==> src/rtl/scan_seq_pkg.sv <==
package scan_seq_pkg;
  typedef enum logic [3:0] {
    S_IDLE, S_SRD, S_SWT, S_CHK, S_NRD, S_NWT, S_CRD, S_CWT,
    S_VCHK, S_RUN, S_WAIT, S_ONE_RUN, S_ONE_WAIT, S_END
  } seq_st_e;
endpackage

==> src/rtl/seq_dn_counter.sv <==
module seq_dn_counter #(
  parameter int W = 8
) (
  input  logic         clk_i,
  input  logic         rst_ni,
  input  logic         load_i,
  input  logic [W-1:0] val_i,
  input  logic         dec_i,
  output logic         zero_o
);
  logic [W-1:0] cnt_q;

  always_ff @(posedge clk_i or negedge rst_ni) begin
    if (!rst_ni)     cnt_q <= '0;
    else if (load_i) cnt_q <= val_i;
    else if (dec_i)  cnt_q <= cnt_q - 1'b1;
  end

  assign zero_o = (cnt_q == '0);

  // a repeat count never wraps below zero
  p_dec_nonzero_r6: assert property (@(posedge clk_i) disable iff (!rst_ni)
    dec_i |-> !zero_o);
  p_load_dec_excl_r7: assert property (@(posedge clk_i) disable iff (!rst_ni)
    !(load_i && dec_i));
endmodule

==> src/rtl/seq_fetch_ptr.sv <==
module seq_fetch_ptr #(
  parameter int AW = 6
) (
  input  logic          clk_i,
  input  logic          rst_ni,
  input  logic          clr_i,   // to pass-count word
  input  logic          pass_i,  // to first pair
  input  logic          inc_i,
  output logic [AW-1:0] addr_o
);
  always_ff @(posedge clk_i or negedge rst_ni) begin
    if (!rst_ni)      addr_o <= '0;
    else if (clr_i)   addr_o <= '0;
    else if (pass_i)  addr_o <= AW'(1);
    else if (inc_i)   addr_o <= addr_o + 1'b1;
  end

  // each pass starts over at the first pair
  p_pass_restart_r3: assert property (@(posedge clk_i) disable iff (!rst_ni)
    pass_i && !clr_i |=> addr_o == AW'(1));
endmodule

==> src/rtl/vec_prio_pick.sv <==
module vec_prio_pick #(
  parameter int NVEC = 4,
  localparam int VW = $clog2(NVEC + 1)
) (
  input  logic [NVEC-1:0] en_i,
  output logic            hit_o,
  output logic [NVEC-1:0] oh_o,
  output logic [VW-1:0]   num_o
);
  logic [NVEC:0] below;
  assign below[0] = 1'b0;

  for (genvar i = 0; i < NVEC; i++) begin : g_pick
    assign below[i+1] = below[i] | en_i[i];
    assign oh_o[i]    = en_i[i] & ~below[i];
  end

  assign hit_o = below[NVEC];

  always_comb begin
    num_o = '0;
    for (int i = 0; i < NVEC; i++)
      if (oh_o[i]) num_o = VW'(i + 1);
  end

  // at most one vector picked
  always_comb a_pick_onehot_r8: assert ($onehot0(oh_o));
endmodule

==> src/rtl/scan_seq_ctrl.sv <==
module scan_seq_ctrl
  import scan_seq_pkg::*;
#(
  parameter int NVEC = 4,
  parameter int AW   = 6,
  parameter int DW   = 8,
  localparam int VW  = $clog2(NVEC + 1)
) (
  input  logic            clk_i,
  input  logic            rst_ni,
  input  logic            start_i,
  input  logic            seq_en_i,
  input  logic [NVEC-1:0] vec_en_i,
  output logic            mem_req_o,
  output logic [AW-1:0]   mem_addr_o,
  input  logic [DW-1:0]   mem_rdata_i,
  output logic            run_start_o,
  output logic [VW-1:0]   run_sel_o,
  input  logic            run_done_i,
  output logic            busy_o,
  output logic            using_seq_o,
  output logic [NVEC-1:0] using_vec_o,
  output logic            cmp_clr_o,
  output logic            done_o
);
  seq_st_e st_q, st_d;

  logic [DW-1:0]   vnum_q;
  logic [VW-1:0]   one_sel_q;
  logic            cmp_clr_q;
  logic            pick_hit;
  logic [NVEC-1:0] pick_oh;
  logic [VW-1:0]   pick_num;
  logic            seq_zero, vcnt_zero, legal;
  logic            seq_load, seq_dec, vcnt_load, vcnt_dec;
  logic            ptr_clr, ptr_pass, ptr_inc;
  logic            go_seq, go_one;

  assign go_seq = (st_q == S_IDLE) && start_i && seq_en_i;
  assign go_one = (st_q == S_IDLE) && start_i && !seq_en_i && pick_hit;
  assign legal  = (vnum_q != '0) && (vnum_q <= DW'(NVEC));

  vec_prio_pick #(.NVEC(NVEC)) i_pick (
    .en_i(vec_en_i), .hit_o(pick_hit), .oh_o(pick_oh), .num_o(pick_num)
  );

  seq_dn_counter #(.W(DW)) i_seq_cnt (
    .clk_i, .rst_ni, .load_i(seq_load), .val_i(mem_rdata_i),
    .dec_i(seq_dec), .zero_o(seq_zero)
  );

  seq_dn_counter #(.W(DW)) i_vec_cnt (
    .clk_i, .rst_ni, .load_i(vcnt_load), .val_i(mem_rdata_i),
    .dec_i(vcnt_dec), .zero_o(vcnt_zero)
  );

  seq_fetch_ptr #(.AW(AW)) i_ptr (
    .clk_i, .rst_ni, .clr_i(ptr_clr), .pass_i(ptr_pass), .inc_i(ptr_inc),
    .addr_o(mem_addr_o)
  );

  always_comb begin
    st_d      = st_q;
    seq_load  = 1'b0;
    seq_dec   = 1'b0;
    vcnt_load = 1'b0;
    vcnt_dec  = 1'b0;
    ptr_clr   = go_seq;
    ptr_pass  = 1'b0;
    ptr_inc   = 1'b0;
    unique case (st_q)
      S_IDLE:     if (start_i) st_d = seq_en_i ? S_SRD : (pick_hit ? S_ONE_RUN : S_END);
      S_SRD:      st_d = S_SWT;
      S_SWT:      begin seq_load = 1'b1; st_d = S_CHK; end
      S_CHK:      begin ptr_pass = 1'b1; st_d = seq_zero ? S_END : S_NRD; end
      S_NRD:      st_d = S_NWT;
      S_NWT:      begin ptr_inc = 1'b1; st_d = S_CRD; end
      S_CRD:      st_d = S_CWT;
      S_CWT:      begin ptr_inc = 1'b1; vcnt_load = 1'b1; st_d = S_VCHK; end
      S_VCHK:
        if (!legal)         begin seq_dec = 1'b1; st_d = S_CHK; end
        else if (vcnt_zero) st_d = S_NRD;
        else                st_d = S_RUN;
      S_RUN:      st_d = S_WAIT;
      S_WAIT:     if (run_done_i) begin vcnt_dec = 1'b1; st_d = S_VCHK; end
      S_ONE_RUN:  st_d = S_ONE_WAIT;
      S_ONE_WAIT: if (run_done_i) st_d = S_END;
      S_END:      st_d = S_IDLE;
      default:    st_d = S_IDLE;
    endcase
  end

  always_ff @(posedge clk_i or negedge rst_ni) begin
    if (!rst_ni) begin
      st_q        <= S_IDLE;
      vnum_q      <= '0;
      one_sel_q   <= '0;
      cmp_clr_q   <= 1'b0;
      using_seq_o <= 1'b0;
      using_vec_o <= '0;
    end else begin
      st_q      <= st_d;
      cmp_clr_q <= go_seq;
      if (st_q == S_NWT) vnum_q <= mem_rdata_i;
      if (go_seq) using_seq_o <= 1'b1;
      if (go_one) begin
        using_vec_o <= pick_oh;
        one_sel_q   <= pick_num;
      end
      if (st_d == S_END) begin
        using_seq_o <= 1'b0;
        using_vec_o <= '0;
      end
    end
  end

  assign mem_req_o   = (st_q == S_SRD) || (st_q == S_NRD) || (st_q == S_CRD);
  assign run_start_o = (st_q == S_RUN) || (st_q == S_ONE_RUN);
  assign run_sel_o   = (st_q == S_RUN) ? vnum_q[VW-1:0] :
                       (st_q == S_ONE_RUN) ? one_sel_q : '0;
  assign busy_o      = (st_q != S_IDLE) && (st_q != S_END);
  assign done_o      = (st_q == S_END);
  assign cmp_clr_o   = cmp_clr_q;

  p_done_pulse_r10: assert property (@(posedge clk_i) disable iff (!rst_ni)
    done_o |=> !done_o);
  p_done_idle_r10: assert property (@(posedge clk_i) disable iff (!rst_ni)
    done_o |-> !busy_o && !using_seq_o && using_vec_o == '0);
  p_cmp_clr_pulse_r2: assert property (@(posedge clk_i) disable iff (!rst_ni)
    cmp_clr_o |-> using_seq_o && busy_o);
  p_mode_excl_r8: assert property (@(posedge clk_i) disable iff (!rst_ni)
    !(using_seq_o && using_vec_o != '0));
  p_vec_onehot_r8: assert property (@(posedge clk_i) disable iff (!rst_ni)
    $onehot0(using_vec_o));
  p_run_legal_r6: assert property (@(posedge clk_i) disable iff (!rst_ni)
    run_start_o |-> run_sel_o != '0 && run_sel_o <= VW'(NVEC));
  p_run_spaced_r6: assert property (@(posedge clk_i) disable iff (!rst_ni)
    run_start_o |=> !run_start_o);
  p_idle_quiet_r11: assert property (@(posedge clk_i) disable iff (!rst_ni)
    !busy_o |-> !run_start_o && !mem_req_o);
endmodule

==> config.mk <==
export PLATFORM = sky130hd
export DESIGN_NAME = scan_seq_ctrl
export DESIGN_NICKNAME = d
export VERILOG_FILES = /design/src/rtl/scan_seq_pkg.sv /design/src/rtl/seq_dn_counter.sv /design/src/rtl/seq_fetch_ptr.sv /design/src/rtl/vec_prio_pick.sv /design/src/rtl/scan_seq_ctrl.sv
export SDC_FILE = /design/constraint.sdc
export NUM_CORES = 1
export LEC_CHECK = 0
export BUFFER_PORTS_ARGS = -buffer_cell sky130_fd_sc_hd__buf_2
export CAP_MARGIN = 5
export CORE_MARGIN = 3
export CORE_UTILIZATION = 45
export DETAILED_ROUTE_END_ITERATION = 10
export GPL_TIMING_DRIVEN = 0
export PLACE_DENSITY = 0.71
export SETUP_SLACK_MARGIN = 0.3
export SKIP_CTS_REPAIR_TIMING = 1
export SLEW_MARGIN = 5
export SYNTH_ARGS = -nofsm -noshare
export SYNTH_HDL_FRONTEND = slang
export SYNTH_SLANG_ARGS = --single-unit
export TNS_END_PERCENT = 20
==> constraint.sdc <==
create_clock -name clk_i -period 2.4 [get_ports clk_i]
set_input_delay 0.36 -clock clk_i [delete_from_list [all_inputs] [get_ports clk_i]]
set_output_delay 0.36 -clock clk_i [all_outputs]
set_load 0.02 [all_outputs]
# Word level (Yosys, flattened, before mapping)
# Cells that the tools add are included.
[totals] regBits=43 in_bits=17 out_inout_bits=19
[op_classes] mux=34 reduce_logical=21 order_cmp=1 addsub=3 n_bitwise=9 eq_ne=15
[ops] op="4-bit case mux with 13 select lines" n=1
[ops] op="4-bit 2-to-1 mux" n=9
[ops] op="8-bit 2-to-1 mux" n=4
[ops] op="4-bit == test (second input constant)" n=7
[ops] op="3-bit 2-to-1 mux" n=6
[ops] op="6-bit 2-to-1 mux" n=3
[ops] op="4-bit by 3-bit == test with 1-bit output (second input constant)" n=4
[ops] op="8-bit logical NOT" n=2
[ops] op="8-bit by 1-bit subtractor with 8-bit output (second input constant)" n=2
[ops] op="1-bit 2-to-1 mux" n=11
[ops] op="4-bit by 2-bit == test with 1-bit output (second input constant)" n=2
[ops] op="8-bit by 3-bit less-or-equal comparator with 1-bit output (second input constant)" n=1
[ops] op="2-bit nonzero test" n=4
[ops] op="8-bit nonzero test" n=1
[ops] op="6-bit by 1-bit adder with 6-bit output (second input constant)" n=1
[ops] op="1-bit logical AND" n=6
[ops] op="4-bit by 1-bit == test with 1-bit output (second input constant)" n=1
[ops] op="4-bit logical NOT" n=1
[ops] op="4-bit inequality test (second input constant)" n=1
[ops] op="4-bit nonzero test" n=1
[ops] op="1-bit AND" n=3
[ops] op="1-bit logical OR" n=3
[ops] op="1-bit NOT" n=3
[ops] op="1-bit OR" n=3
[ops] op="3 further kinds" n=3

# Logic depth before layout (Yosys ltp)
[logic_depth] depth_word=9 depth_mapped=8 mapped_depth_nobuf=7

# By module
# Synthesis repeated with hierarchy kept, for this count alone.
[unflattened] hier_cells=249 area_unflattened_um2=2507.4
[by_module_without_submodules] mod="scan_seq_ctrl" cells_per_inst=113 instances=1 seq_area_each_um2=525.5 area_per_inst_um2=1218.7
[by_module_without_submodules] mod="seq_dn_counter" cells_per_inst=50 instances=2 seq_area_each_um2=200.2 area_per_inst_um2=474.2
[by_module_without_submodules] mod="seq_fetch_ptr" cells_per_inst=26 instances=1 seq_area_each_um2=150.1 area_per_inst_um2=279.0
[by_module_without_submodules] mod="vec_prio_pick" cells_per_inst=10 instances=1 seq_area_each_um2=0.0 area_per_inst_um2=61.3

# Worst setup path after synthesis
# OpenSTA, ideal clock, no wires.
[synth_timing] kind="register to register" startpoint="reg vnum_q[3]" endpoint="reg using_vec_o[3]" setup_ns=0.132 n_path_buf=0 path_stages_with_launch=7 synth_period_minus_slack_ns=2.089 t_arrival_ns=1.958 setup_slack_ns=0.311 cell_sequence="dfrtp_1 -> or4_4 -> nor4b_4 -> nand3_1 -> and2_1 -> a211oi_4 -> nor3_1"
[synth_between] elab_chain_len=6 elab_cells_between_ends=8 classes_between="1 x order compare; 1 x eq/ne; 3 x mux; 3 x reduce/logical"
[synth_rtl] element="from (decl)" line_no="scan_seq_ctrl.sv:28" text="logic [DW-1:0] vnum_q;"
[synth_rtl] element="from (signal assigned)" line_no="scan_seq_ctrl.sv:104" text="if (st_q == S_NWT) vnum_q <= mem_rdata_i;"
[synth_rtl] element="8-bit by 3-bit less-or-equal comparator with 1-bit output or 8-bit nonzero test (tied branches)" line_no="scan_seq_ctrl.sv:41" text="assign legal = (vnum_q != '0) && (vnum_q <= DW'(NVEC));"
[synth_rtl] element="1-bit logical AND *" line_no="scan_seq_ctrl.sv:41"
[synth_rtl] element="4-bit 2-to-1 mux *" line_no="scan_seq_ctrl.sv:81" text="if (!legal) begin seq_dec = 1'b1; st_d = S_CHK; end"
[synth_rtl] element="4-bit case mux with 13 select lines *" line_no="scan_seq_ctrl.sv:71" text="unique case (st_q)"
[synth_rtl] element="4-bit == test *" line_no="scan_seq_ctrl.sv:110" text="if (st_d == S_END) begin"
[synth_rtl] element="4-bit 2-to-1 mux or 2-bit nonzero test (tied branches)"
[synth_rtl] element="to (signal assigned)" line_no="scan_seq_ctrl.sv:107" text="using_vec_o <= pick_oh;"
[synth_rtl] element="to (decl)" line_no="scan_seq_ctrl.sv:22" text="output logic [NVEC-1:0] using_vec_o,"
# Mark *: on every way between the ends. The rest lies on a longest branch, timed or not.
# A chain may end at the register's enable or synchronous reset.

# Worst setup path in the final report
[layout_timing] startpoint="reg vnum_q[4]" endpoint="reg using_vec_o[3]"
[layout_between] elab_chain_len=6 elab_cells_between_ends=8 classes_between="1 x order compare; 1 x eq/ne; 3 x mux; 3 x reduce/logical"
[layout_rtl] element="8-bit by 3-bit less-or-equal comparator with 1-bit output or 8-bit nonzero test (tied branches)" line_no="scan_seq_ctrl.sv:41"
[layout_rtl] element="1-bit logical AND *" line_no="scan_seq_ctrl.sv:41"
[layout_rtl] element="4-bit 2-to-1 mux *" line_no="scan_seq_ctrl.sv:81"
[layout_rtl] element="4-bit case mux with 13 select lines *" line_no="scan_seq_ctrl.sv:71"
[layout_rtl] element="via st_d[1]" line_no="scan_seq_ctrl.sv:26" text="seq_st_e st_q, st_d;"
[layout_rtl] element="4-bit == test *" line_no="scan_seq_ctrl.sv:110"
[layout_rtl] element="4-bit 2-to-1 mux or 2-bit nonzero test (tied branches)"
# Mark *: on every way through the listed nets, which the timed path passes. The rest lies on a longest branch.

==> tab_implementation.tex <==
\begin{tabular}{lr}
\hline
Metric & Value \\
\hline
\multicolumn{2}{l}{\textbf{Logic synthesis}} \\
\quad Mean cell area of the mapped netlist & about 9.2 um\^{}2 \\
\quad Netlist area before placement & between 2000 and 2500 um\^{}2 \\
\quad Distinct cell type count of the synthesized netlist & 47 \\
\quad Share of synthesized flip-flops with an asynchronous set or reset & 100\% \\
\quad Number of synthesized flops with an enable pin & 0 \\
\quad Syn. warnings & 0 \\
\quad Flip-flop and latch count after synthesis & between 40 and 50 \\
\quad Flip-flop cell with the highest count after synthesis & dfrtp\_1 \\
\quad Post-Syn Instances & 264 \\
\quad Synthesized net count & 286 \\
\quad Portion of the post-synthesis area used by sequential elements & $\sim$44\% \\
\multicolumn{2}{l}{\textbf{Worst setup path}} \\
\quad Terminus of the critical flop-to-flop path & using\_vec\_o[3] \\
\quad Data arrival time of the critical path & about 2.5 ns \\
\quad Kind of end point of the critical path & flip-flop \\
\quad Critical Path RT & 2.58 ns \\
\quad Worst flop-to-flop path startpoint & vnum\_q[4] \\
\quad Crit Path Class & reg2reg \\
\quad Worst-path fanout max & 6 \\
\quad Path depth of the worst reg2reg path & 7 \\
\quad Slack of the worst reg-to-reg path & 0.13 ns \\
\quad CP Launch Type & flip-flop \\
\multicolumn{2}{l}{\textbf{Clock network}} \\
\quad TritonCTS clock tree & built \\
\quad Clock-pin slew on the worst setup and hold paths & $\sim$0.090 ns \\
\quad Buffers from clock root to sink, at most & 2 \\
\quad Clk sinks & 43 \\
\quad Source-to-sink clock delay at the later pin of the worst-skew pair & approximately 0.30 ns \\
\quad Total clock buffers created by CTS & 5 \\
\quad CTS HTree Levels & 2 \\
\quad Root cell of the clock tree & clkbuf\_8 \\
\multicolumn{2}{l}{\textbf{Route}} \\
\quad Aggregate routed wire length & between 5 and 6 mm \\
\quad Routed wire per std cell & roughly 15 um \\
\quad DRT Pass-1 Iters & 4 \\
\quad Detailed Route Iter0 Violations & between 100 and 150 \\
\quad Mean number of vias per cell & 5.39 \\
\quad Detailed-route via count & 2041 \\
\quad DRT antenna net count & 0 \\
\quad DRC violations left & 0 \\
\multicolumn{2}{l}{\textbf{Final layout}} \\
\quad Most frequent standard cell in the layout excluding fill and tap cells & dfrtp\_1 \\
\quad Ant diodes & 0 \\
\quad Leading cell types in the layout, fill and taps excluded & dfrtp\_1 (43), buf\_2 (36), nand2\_1 (30) \\
\quad Final-stage net count & 330 \\
\quad Fraction of layout cells with a size suffix above 1 & a little under a quarter \\
\quad Final cell utilization of the core & a little over half \\
\quad Post-route cell area & approximately 2800 um\^{}2 \\
\quad Area growth syn-to-layout & 17.4\% \\
\multicolumn{2}{l}{\textbf{Place}} \\
\quad GP Congestion & between 0.8 and 0.9 \\
\quad Post-placement worst setup slack & -0.00449 ns \\
\quad DP HPWL & 4.04 mm \\
\quad Number of buffers added on ports & 35 \\
\quad Post-detailed-placement cell area & about 2700 um\^{}2 \\
\multicolumn{2}{l}{\textbf{STA}} \\
\quad Number of hold-slack violations in the final timing report & 0 \\
\quad Final setup skew & about 0.0086 ns \\
\quad Number of max-slew violations in the final report & 0 \\
\quad Final setup margin & 0.128 ns \\
\quad Maximum operating frequency & $\sim$440 MHz \\
\quad Post-layout min period & approximately 2.3 ns \\
\quad Unrepaired setup endpoints after global routing & true \\
\quad Remaining max-slew budget at the tightest pin & between 30\% and 40\% \\
\quad Slew at the pin closest to its max-slew limit & between 0.9 and 1 ns \\
\quad Setup tns final & 0 ns \\
\quad Period utilisation layout & around 95\% \\
\quad Total of endpoints with negative setup slack in the final report & 0 \\
\multicolumn{2}{l}{\textbf{Floorplan}} \\
\quad Number of placed I/O pins & 36 \\
\quad Initial core utilization & 46.8\% \\
\quad Die Span X & approximately 79 um \\
\quad Die Area & around 6300 um\^{}2 \\
\quad Chip height & between 70 and 80 um \\
\quad Core region area & slightly above 5000 um\^{}2 \\
\quad Cell Rows & 26 \\
\multicolumn{2}{l}{\textbf{Power and ir drop}} \\
\quad Worst ir drop on vdd & 0.000618 V \\
\quad Leakage power summed over all cells & 1.33 nW \\
\quad Pwr Density & between 1000 and 1500 nW/um\^{}2 \\
\multicolumn{2}{l}{\textbf{Job}} \\
\quad Max-capacitance violation count & 0 \\
\multicolumn{2}{l}{\textbf{GRT}} \\
\quad Combined global-route utilization of all metal layers & 19.3\% \\
\quad Largest net degree at the start of global routing & between 40 and 50 \\
\quad Vias in the first global route & $\sim$2000 \\
\quad Number of antenna violations at the first check in global routing & 0 \\
\quad First-pass GRT wire length & roughly 9.4 mm \\
\quad Total congestion overflow & 0 \\
\multicolumn{2}{l}{\textbf{Hold path}} \\
\quad Class of the worst hold path & in2async \\
\multicolumn{2}{l}{\textbf{Run status}} \\
\quad Run status & finished clean \\
\hline
\end{tabular}
-- where the power goes --
part / switching (mW) / internal, mW
registers: 0.236 / 1.04
logic: 1.08 / 0.758
clock network: 0.261 / 0.337
total: 1.58 / 2.13
-- layer usage --
| metal | GRT usage (%) | wire length, um |
|---|---|---|
| met1 | 25.0 | 2610 |
| met2 | 31.9 | 2690 |
| met3 | 3.84 | 233 |
| met4 | 7.39 | 96 |
| met5 | 0 | 0 |
-- critical path, stage by stage (launching register included) --
cell and delay, ns:
dfrtp_1 0.38, or4_4 0.56, nor4b_4 0.27, buf_4 0.19, a2bb2oi_4 0.19, nand3_4 0.10
a211oi_4 0.37, nor3_2 0.09
-- synthesized netlist by cell type, types with 4 or more instances --
cell type  instances  area, um^2
nor4_1             4        25.0
inv_1             15        56.3
and3_1             4        25.0
a221o_1            4        40.0
nand2_1           30         113
nand2b_1           5        31.3
or3_1              5        31.3
xor2_1             4        35.0
nor3_1             7        35.0
dfrtp_1           43        1080
o211ai_1           4        30.0
mux2_2             9         101
a21oi_1           13        65.1
o21ai_0           16        80.1
nand3_1           12        60.1
nor2b_1            6        37.5
nor2_1            28         105
ha_1               5        62.6
clkbuf_1           8        30.0
-- worst max-delay path by stage --
stage                        from        endpoint  slack (ns)
2_1_floorplan           vnum_q[3]  using_vec_o[3]        0.31
3_3_place_gp   i_vec_cnt.cnt_q[4]  using_vec_o[3]      0.0006
3_5_place_dp   i_vec_cnt.cnt_q[4]  using_vec_o[3]      -0.004
4_1_cts        i_vec_cnt.cnt_q[4]  using_vec_o[3]       -0.02
5_1_grt                 vnum_q[4]  using_vec_o[3]        0.03
6_report                vnum_q[4]  using_vec_o[3]        0.13
-- area by class of cell --
cell class,instances,area [um^2]
fill,470,2330
multi-input combinational,195,1270
sequential,43,1080
timing repair buffer,37,190
tap,70,87.6
clock buffer,6,82.6
inverter,15,56.3
buffer,11,45.0
clock inverter,2,35.0
-- metrics by stage --
step | hold slack [ns] | instances | power (mW)
2_1_floorplan | 0.0644 | 264 | 2.59
3_3_place_gp | 0.474 | 369 | 2.99
3_5_place_dp | 0.475 | 369 | 3.06
4_1_cts | 0.243 | 377 | 3.66
5_1_grt | 0.286 | 379 | 4.02
6_report | 0.198 | 379 | 3.71
-- sequential cells by signal, summed over array words and instances, names as in the netlist --
| name | count |
|---|---|
| vnum_q | 8 |
| i_vec_cnt.cnt_q | 8 |
| st_q | 4 |
| i_ptr.addr_o | 6 |
| one_sel_q | 3 |
| i_seq_cnt.cnt_q | 8 |
| using_seq_o | 1 |
| cmp_clr_o | 1 |
| using_vec_o | 4 |
-- cell families after synthesis --
| family | synth area share (%) |
|---|---|
| xor+xnor | 1.45 |
| simple gates | 24.4 |
| flops | 44.4 |
| mux | 5.42 |
| buf+inv | 4.08 |
| fa+ha+maj | 2.58 |
| compound gates | 17.6 |
Note: power is estimated with default switching activity, not from simulation.
